[config.mk]
export PLATFORM = sky130hd
export DESIGN_NAME = mseq_sub_top
export DESIGN_NICKNAME = d
export VERILOG_FILES = /design/src/rtl/mseq_pkg.sv /design/src/rtl/mseq_ctrl_store.sv /design/src/rtl/mseq_next_addr.sv /design/src/rtl/mseq_ret_reg.sv /design/src/rtl/mseq_sub_top.sv
export SDC_FILE = /design/constraint.sdc
export NUM_CORES = 1
export LEC_CHECK = 0
export BUFFER_PORTS_ARGS = -buffer_cell sky130_fd_sc_hd__buf_2
export CAP_MARGIN = 25
export CORE_AREA = 4 4 41 43
export DETAILED_ROUTE_END_ITERATION = 10
export DIE_AREA = 0 0 45 47
export GPL_ROUTABILITY_DRIVEN = 0
export PLACE_DENSITY = 0.66
export SLEW_MARGIN = 20
export SYNTH_ARGS = -nofsm -noshare
export SYNTH_HDL_FRONTEND = slang
export SYNTH_SLANG_ARGS = --single-unit
[constraint.sdc]
create_clock -name clk -period 5.7 [get_ports clk]
set_input_delay 0 -clock clk [delete_from_list [all_inputs] [get_ports clk]]
set_output_delay 0 -clock clk [all_outputs]
set_load 0.1 [all_outputs]
[src/rtl/mseq_pkg.sv]
package mseq_pkg;
  localparam int MS_AW = 4;
  localparam int MS_OW = 2;
  localparam int MS_CW = MS_AW + 4;

  typedef enum logic [1:0] {
    SEL_JUMP = 2'b00,
    SEL_MAP  = 2'b01,
    SEL_RET  = 2'b10,
    SEL_CALL = 2'b11
  } nsel_e;

  typedef struct packed {
    nsel_e             sel;
    logic              z2_n;
    logic              z3_n;
    logic [MS_AW-1:0]  jump;
  } uword_t;

  localparam logic [MS_AW-1:0] A_FETCH      = MS_AW'(0);
  localparam logic [MS_AW-1:0] A_FETCH_LAST = MS_AW'(3);
  localparam logic [MS_AW-1:0] A_OP1        = MS_AW'(4);
  localparam logic [MS_AW-1:0] A_OP2        = MS_AW'(8);
  localparam logic [MS_AW-1:0] A_SUB        = MS_AW'(12);

  function automatic logic [MS_AW-1:0] addr_inc(input logic [MS_AW-1:0] a);
    return a + MS_AW'(1);
  endfunction

  function automatic logic [MS_AW-1:0] map_opcode(input logic [MS_OW-1:0] opc);
    case (opc)
      2'b01:   return A_OP1;
      2'b10:   return A_OP2;
      default: return A_FETCH;
    endcase
  endfunction

  function automatic uword_t mk(input nsel_e s, input logic z2n, input logic z3n,
                                input logic [MS_AW-1:0] j);
    uword_t w;
    w.sel  = s;
    w.z2_n = z2n;
    w.z3_n = z3n;
    w.jump = j;
    return w;
  endfunction

  // Control store contents, computed from the layout addresses above.
  function automatic uword_t rom_word(input logic [MS_AW-1:0] a);
    uword_t w;
    w = mk(SEL_JUMP, 1'b1, 1'b1, A_FETCH);          // unused words fall back to fetch
    if (a < A_FETCH_LAST)        w = mk(SEL_JUMP, 1'b1, 1'b1, addr_inc(a));
    else if (a == A_FETCH_LAST)  w = mk(SEL_MAP,  1'b1, 1'b1, A_FETCH);
    else if (a == A_OP1)         w = mk(SEL_JUMP, 1'b0, 1'b1, addr_inc(a));
    else if (a == A_OP1 + 1)     w = mk(SEL_JUMP, 1'b1, 1'b0, addr_inc(a));
    else if (a == A_OP1 + 2)     w = mk(SEL_CALL, 1'b1, 1'b1, A_SUB);
    else if (a == A_OP1 + 3)     w = mk(SEL_JUMP, 1'b1, 1'b1, A_FETCH);
    else if (a == A_OP2)         w = mk(SEL_JUMP, 1'b1, 1'b0, addr_inc(a));
    else if (a == A_OP2 + 1)     w = mk(SEL_JUMP, 1'b0, 1'b1, addr_inc(a));
    else if (a == A_OP2 + 2)     w = mk(SEL_CALL, 1'b0, 1'b0, A_SUB);
    else if (a == A_OP2 + 3)     w = mk(SEL_JUMP, 1'b1, 1'b1, A_FETCH);
    else if (a == A_SUB)         w = mk(SEL_RET,  1'b0, 1'b0, A_FETCH);
    return w;
  endfunction
endpackage

[src/rtl/mseq_ctrl_store.sv]
module mseq_ctrl_store
  import mseq_pkg::*;
#(
  parameter int AW = MS_AW
) (
  input  logic [AW-1:0] addr,
  output uword_t        word
);
  always_comb word = rom_word(addr);
endmodule

[src/rtl/mseq_next_addr.sv]
module mseq_next_addr
  import mseq_pkg::*;
#(
  parameter int AW = MS_AW,
  parameter int OW = MS_OW
) (
  input  logic [AW-1:0] upc,
  input  nsel_e         sel,
  input  logic [AW-1:0] jump,
  input  logic [OW-1:0] opcode,
  input  logic [AW-1:0] ret_q,
  output logic [AW-1:0] nxt,
  output logic [AW-1:0] ret_d,
  output logic          do_call,
  output logic          do_ret
);
  always_comb begin
    unique case (sel)
      SEL_JUMP: nxt = jump;
      SEL_MAP:  nxt = map_opcode(opcode);
      SEL_RET:  nxt = ret_q;
      SEL_CALL: nxt = jump;
      default:  nxt = jump;
    endcase
  end

  assign ret_d   = addr_inc(upc);
  assign do_call = (sel == SEL_CALL);
  assign do_ret  = (sel == SEL_RET);
endmodule

[src/rtl/mseq_ret_reg.sv]
module mseq_ret_reg #(
  parameter int AW = mseq_pkg::MS_AW
) (
  input  logic          clk,
  input  logic          rst,
  input  logic          load,
  input  logic [AW-1:0] d,
  output logic [AW-1:0] q
);
  always_ff @(posedge clk) begin
    if (rst)       q <= '0;
    else if (load) q <= d;
  end

  // reset clears the return register
  p_ret_clear_r1: assert property (@(posedge clk) rst |=> (q == '0));
  // no call, no change
  p_ret_hold_r11: assert property (@(posedge clk) disable iff (rst)
                                   !load |=> $stable(q));
  // call captures the supplied return address
  p_ret_load_r5:  assert property (@(posedge clk) disable iff (rst)
                                   load |=> (q == $past(d)));
endmodule

[src/rtl/mseq_sub_top.sv]
module mseq_sub_top
  import mseq_pkg::*;
#(
  parameter int AW = MS_AW,
  parameter int OW = MS_OW
) (
  input  logic          clk,
  input  logic          rst,
  input  logic [OW-1:0] opcode,
  output logic [AW-1:0] upc,
  output logic          z2_n,
  output logic          z3_n
);
  uword_t        word;
  logic [AW-1:0] nxt;
  logic [AW-1:0] ret_d;
  logic [AW-1:0] ret_q;
  logic          do_call;
  logic          do_ret;

  mseq_ctrl_store #(.AW(AW)) u_store (
    .addr (upc),
    .word (word)
  );

  mseq_next_addr #(.AW(AW), .OW(OW)) u_next (
    .upc     (upc),
    .sel     (word.sel),
    .jump    (word.jump),
    .opcode  (opcode),
    .ret_q   (ret_q),
    .nxt     (nxt),
    .ret_d   (ret_d),
    .do_call (do_call),
    .do_ret  (do_ret)
  );

  mseq_ret_reg #(.AW(AW)) u_ret (
    .clk  (clk),
    .rst  (rst),
    .load (do_call),
    .d    (ret_d),
    .q    (ret_q)
  );

  always_ff @(posedge clk) begin
    if (rst) upc <= '0;
    else     upc <= nxt;
  end

  assign z2_n = word.z2_n;
  assign z3_n = word.z3_n;

  // reset lands on fetch
  p_reset_r1: assert property (@(posedge clk) rst |=> (upc == A_FETCH));
  // plain jump follows the jump field
  p_jump_r3: assert property (@(posedge clk) disable iff (rst)
    (word.sel == SEL_JUMP) |=> (upc == $past(word.jump)));
  // opcodes 00 and 11 loop back to fetch
  p_map_bad_r4: assert property (@(posedge clk) disable iff (rst)
    ((word.sel == SEL_MAP) && (opcode == 2'b00 || opcode == 2'b11)) |=> (upc == A_FETCH));
  // call goes to the jump field and saves the following address
  p_call_r5: assert property (@(posedge clk) disable iff (rst)
    do_call |=> ((upc == $past(word.jump)) && (ret_q == addr_inc($past(upc)))));
  // return takes the saved address in one step
  p_ret_path_r6: assert property (@(posedge clk) disable iff (rst)
    do_ret |=> (upc == $past(ret_q)));
  // fetch keeps both lines inactive
  p_fetch_quiet_r7: assert property (@(posedge clk) disable iff (rst)
    (upc <= A_FETCH_LAST) |-> (z2_n && z3_n));
endmodule

-- After elaboration in Yosys (flattened, before gate mapping)
Index checks and enable logic that the tools add are counted.
- input port bits: 4
- register bits: 8
- logic and storage cells: 34
- equal/unequal tests: 15
- $add $sub $neg: 1
- reduce and logical (&&, ||, !) cells: 2
- mux-type cells: 13
- order comparisons: 1
- operator list (operator ; number):
    $mux W8 ; 11
    $eq A4 B4 Y1 const B ; 5
    $eq A4 B3 Y1 const B ; 4
    $pmux W4 S3 ; 1
    $pmux W4 S2 ; 1
    $eq A2 B2 Y1 const B ; 3
    $add A4 B1 Y4 const B ; 1
    $eq A2 B1 Y1 const B ; 2
    $eq A4 B2 Y1 const B ; 1
    $lt A4 B2 Y1 const B ; 1
    $logic_not A2 Y1 ; 1
    $reduce_or A2 Y1 ; 1

-- Logic depth before layout (Yosys ltp)
- depth in word-level cells: 15
- mapped depth: 11
- mapped depth without buffers: 11

-- By module
A second synthesis with hierarchy kept.
- cell total of the unflattened synthesis: 78
- area, all modules: 660.6 µm²
- by module, submodules not included (module ; instances ; area an instance (µm²) ; seq. area each (µm²) ; cells each):
    mseq_ctrl_store ; 1 ; 269.0 ; 0.0 ; 37
    mseq_next_addr ; 1 ; 146.4 ; 0.0 ; 20
    mseq_ret_reg ; 1 ; 140.1 ; 80.1 ; 13
    mseq_sub_top ; 1 ; 105.1 ; 80.1 ; 8

-- Worst setup path before layout
OpenSTA, ideal clock, no wires.
- kind: register -> register
- start point: register upc[0]
- end point: register upc[2]
- cell stages (with the launch flop): 11
- data arrival time: 3005 ps
- period minus slack after synthesis: 3091 ps
- required time: 5614 ps
- path buffers: 0
- slack: 2609 ps
- cells stage by stage: dfxtp_1 -> inv_1 -> ha_1 -> or3b_4 -> a21oi_1 -> a21oi_1 -> ha_1 -> inv_1 -> a211oi_2 -> a41oi_1 -> a221oi_2
- longest elaborated chain between the ends: 15
- elaborated cells on any way between the ends: 29
- classes of those cells: add/sub (1); order compare (1); eq/ne (13); mux (12); reduce/logical (2)
- ends and longest elaborated chain (what ; line ; source):
    start: declaration ; mseq_sub_top.sv:10 ; output logic [AW-1:0] upc,
    start signal: assignment ; mseq_sub_top.sv:48 ; else upc <= nxt;
    $eq A4 B4 Y1 ; mseq_pkg.sv:62 ; else if (a == A_SUB) w = mk(SEL_RET, 1'b0, 1'b0, A_FETCH);
    $mux W8 ; mseq_pkg.sv:62 ;
    $mux W8 ; mseq_pkg.sv:61 ; else if (a == A_OP2 + 3) w = mk(SEL_JUMP, 1'b1, 1'b1, A_FETCH);
    $mux W8 ; mseq_pkg.sv:60 ; else if (a == A_OP2 + 2) w = mk(SEL_CALL, 1'b0, 1'b0, A_SUB);
    $mux W8 ; mseq_pkg.sv:59 ; else if (a == A_OP2 + 1) w = mk(SEL_JUMP, 1'b0, 1'b1, addr_inc(a));
    $mux W8 ; mseq_pkg.sv:58 ; else if (a == A_OP2) w = mk(SEL_JUMP, 1'b1, 1'b0, addr_inc(a));
    $mux W8 ; mseq_pkg.sv:57 ; else if (a == A_OP1 + 3) w = mk(SEL_JUMP, 1'b1, 1'b1, A_FETCH);
    $mux W8 ; mseq_pkg.sv:56 ; else if (a == A_OP1 + 2) w = mk(SEL_CALL, 1'b1, 1'b1, A_SUB);
    $mux W8 ; mseq_pkg.sv:55 ; else if (a == A_OP1 + 1) w = mk(SEL_JUMP, 1'b1, 1'b0, addr_inc(a));
    $mux W8 ; mseq_pkg.sv:54 ; else if (a == A_OP1) w = mk(SEL_JUMP, 1'b0, 1'b1, addr_inc(a));
    $mux W8 ; mseq_pkg.sv:53 ; else if (a == A_FETCH_LAST) w = mk(SEL_MAP, 1'b1, 1'b1, A_FETCH);
    $mux W8 * ; mseq_pkg.sv:52 ; if (a < A_FETCH_LAST) w = mk(SEL_JUMP, 1'b1, 1'b1, addr_inc(a));
    $eq A2 B2 Y1 / $logic_not A2 Y1 (equally long branches) ; mseq_next_addr.sv:18 ; unique case (sel)
    $reduce_or A2 Y1 (no source line) ; -- ;
    $pmux W4 S3 * ; mseq_next_addr.sv:18 ;
Mark *: on every way between the ends. The rest lies on a longest branch, timed or not.
A chain may end at the register's enable or synchronous reset.

-- Worst setup path after layout
Ends and elaborated chain as after synthesis.

==> reports/results.ini <==
[logic_synthesis]
synth_largest_area_cell=dfxtp_1
ys_ff_latch=8
yosysMostFrequentCell=nor2_1
synth_edf_count=0
syn_nets=90
netlist.area_leader.share=0.2661
synthCells=79
async_flop_share=0
synth_top_cells_by_count=11 x nor2_1, 8 x dfxtp_1, 8 x inv_1
avgSynthCellArea_um2=7.618
synthFlopType=dfxtp_1
yosysUniqueCellTypes=27
yosysWarnings=0
netlist_area_um2=601.8
synth.area.top_cells=dfxtp_1 27%, ha_1 15%, nor2_1 6.9%
seq_area_frac_synth=0.2661

[cells_and_area]
nets=101
nFillCells=141
postLayoutCellArea_um2=681.9
n_antenna_cell=0
drive_gt1_frac=0.1705
syn_to_final_growth_pct=13.31

[drt]
drtPass1Iterations=4
vias_per_cell=5.417
drc=0
wl_um=1245
ant_nets=0
vias=558
drtIter0Drc=13
wire_per_inst_um=12.09

[global_routing]
grt_pass1_wl_um=2214
grt_pass1_vias=532
antenna_found_initial=0
grt_overflow=0
grt_max_degree=13
track_usage=0.1449

[timing]
hold_ws_ns=0.03673
rsz0062_at_grt=false
period_minus_slack_ns=2.617
layout_setup_ws_ns=3.083
fin_crit_sh=0.4591
finalSetupViolCount=0
finalHoldViolations=0
clock_skew_ns=0.002299
worst_slew_pin_slew_ns=0.4858
fin_setup_tns_ns=0
max_slew_margin=0.6783
fmax_mhz=382.2
maxSlewViolCount=0

[clock_network]
cts_repair_resize_count=0
cts-root-buf=clkbuf_4
cts_max_level=1
clk_latency_ns=0.26
cts_buffers=3
path_clk_slew_ns=0.05
clockBufferDepth=2
cts_tree=built
cts.sink_count=8
postCtsSetupRepairBufs=0

[place]
port_buffers=9
pre_cts_slack_ns=3.103
placed_area_um2=649.4
hpwl_um=920.1

[floorplanning]
die_width_um=45
initial_core_util=0.4625
rows=13
design.die.area_um2=2115
ios=10
fp.dieH_um=47
core_area_um2=1301

[critical_path]
cp_data_required_time_ns=5.87
cp_cell_sequence=inv_1 -> ha_1 -> or3b_4 -> a21oi_1 -> a21oi_1 -> ha_1 -> inv_1 -> a211oi_2 -> a41oi_1 -> a221oi_2
worst-path-max-fanout=8
critPathCaptureType=flip-flop
crit_type=reg2reg
startpoint_type=flip-flop
worst_ep_arrival_time_ns=2.79
slowest_delay_ns=0.48
cpMaxStageDelayCell=dfxtp_1

[worst_hold_path]
min_path_type=in2reg

[power]
ir_drop_mv=0.3736
p_per_area_nw_per_um2=408.9
leakage_nw=0.2790

[job]
cap_violations=0

[outcome]
status=finished clean

-- power breakdown --
part | switching (W) | total, W | internal [W]
Sequential | 0.0000161 | 0.0000796 | 0.0000635
Clock | 0.0000197 | 0.0000438 | 0.0000241
Combinational | 0.000117 | 0.000155 | 0.0000386
-- placed cells by master, fill, tap and decap left out, types with 2 or more instances in the layout --
master    instances
ha_1              7
nand2b_1          3
clkbuf_4          3
nand3_1           3
nand2_1           5
dfxtp_1           8
nor2_1           11
a211oi_1          2
o21ai_0           5
inv_1             8
buf_2             9
a21oi_1           7
nor3_1            2
-- registers in the layout, indices dropped and copies added, names as in the netlist --
signal,cells
u_ret.q,4
upc,4
-- final cells by class --
type	count	area (µm²)	share of cell area
sequential	8	160.2	0.2349
inverter	8	30.03	0.04404
timing repair buffer	10	55.05	0.08073
multi-input combinational	59	395.4	0.5798
tap	15	18.77	0.02752
clock buffer	3	22.52	0.03303
-- worst paths after layout --
| kind | from | end | slack, ns | cells past startpoint |
|---|---|---|---|---|
| max | upc[0]$_SDFF_PP0_ | upc[2]$_SDFF_PP0_ | 3.08 | 10 |
| min | opcode[0] | upc[2]$_SDFF_PP0_ | 0.04 | 3 |
| max reg2reg | upc[0]$_SDFF_PP0_ | upc[2]$_SDFF_PP0_ | 3.08 | 10 |
| min reg2reg | u_ret.q[1]$_SDFFE_PP0N_ | upc[1]$_SDFF_PP0_ | 0.48 | 2 |
-- what timing repair did --
item                                    4_1_cts  5_1_grt
hold endpoints to repair                      1        0
hold buffers                                  1        0
endpoints found under the setup margin        0        0
-- kinds of logic after synthesis --
| kind of cell | Yosys count | synth area share |
|---|---|---|
| muxes | 1 | 0.01663 |
| xor gates and xnor gates | 1 | 0.01456 |
| and+or+nand+nor | 27 | 0.2183 |
| adders and majority gates | 7 | 0.1455 |
| buffers and inverters | 12 | 0.07692 |
| DFF | 8 | 0.2661 |
| AOI/OAI and AO/OA | 23 | 0.2619 |
-- per-layer routing --
layer  GRT usage  part of all wire
met3     0.01149             0.027
met4      0.1053             0.022
met5           0                 0
met2      0.2147              0.43
met1      0.1968              0.53
-- metrics by stage --
stage          power (W)  cells    util
5_1_grt        0.0003006    103  0.5240
3_5_place_dp   0.0002346     99  0.4990
2_1_floorplan  0.0002084     79       -
4_1_cts        0.0002810    103  0.5240
6_report       0.0002788    103  0.5240
3_3_place_gp   0.0002330     99  0.4990
-- worst max-delay path: cells and delay by family, from the launching register on --
| kind | cells | cell delay [ns] |
|---|---|---|
| compound gates | 5 | 0.82 |
| fa+ha+maj | 2 | 0.65 |
| buf+inv | 2 | 0.16 |
| flops | 1 | 0.48 |
| simple gates | 1 | 0.43 |
No activity file was read; power rests on OpenSTA's default activity.
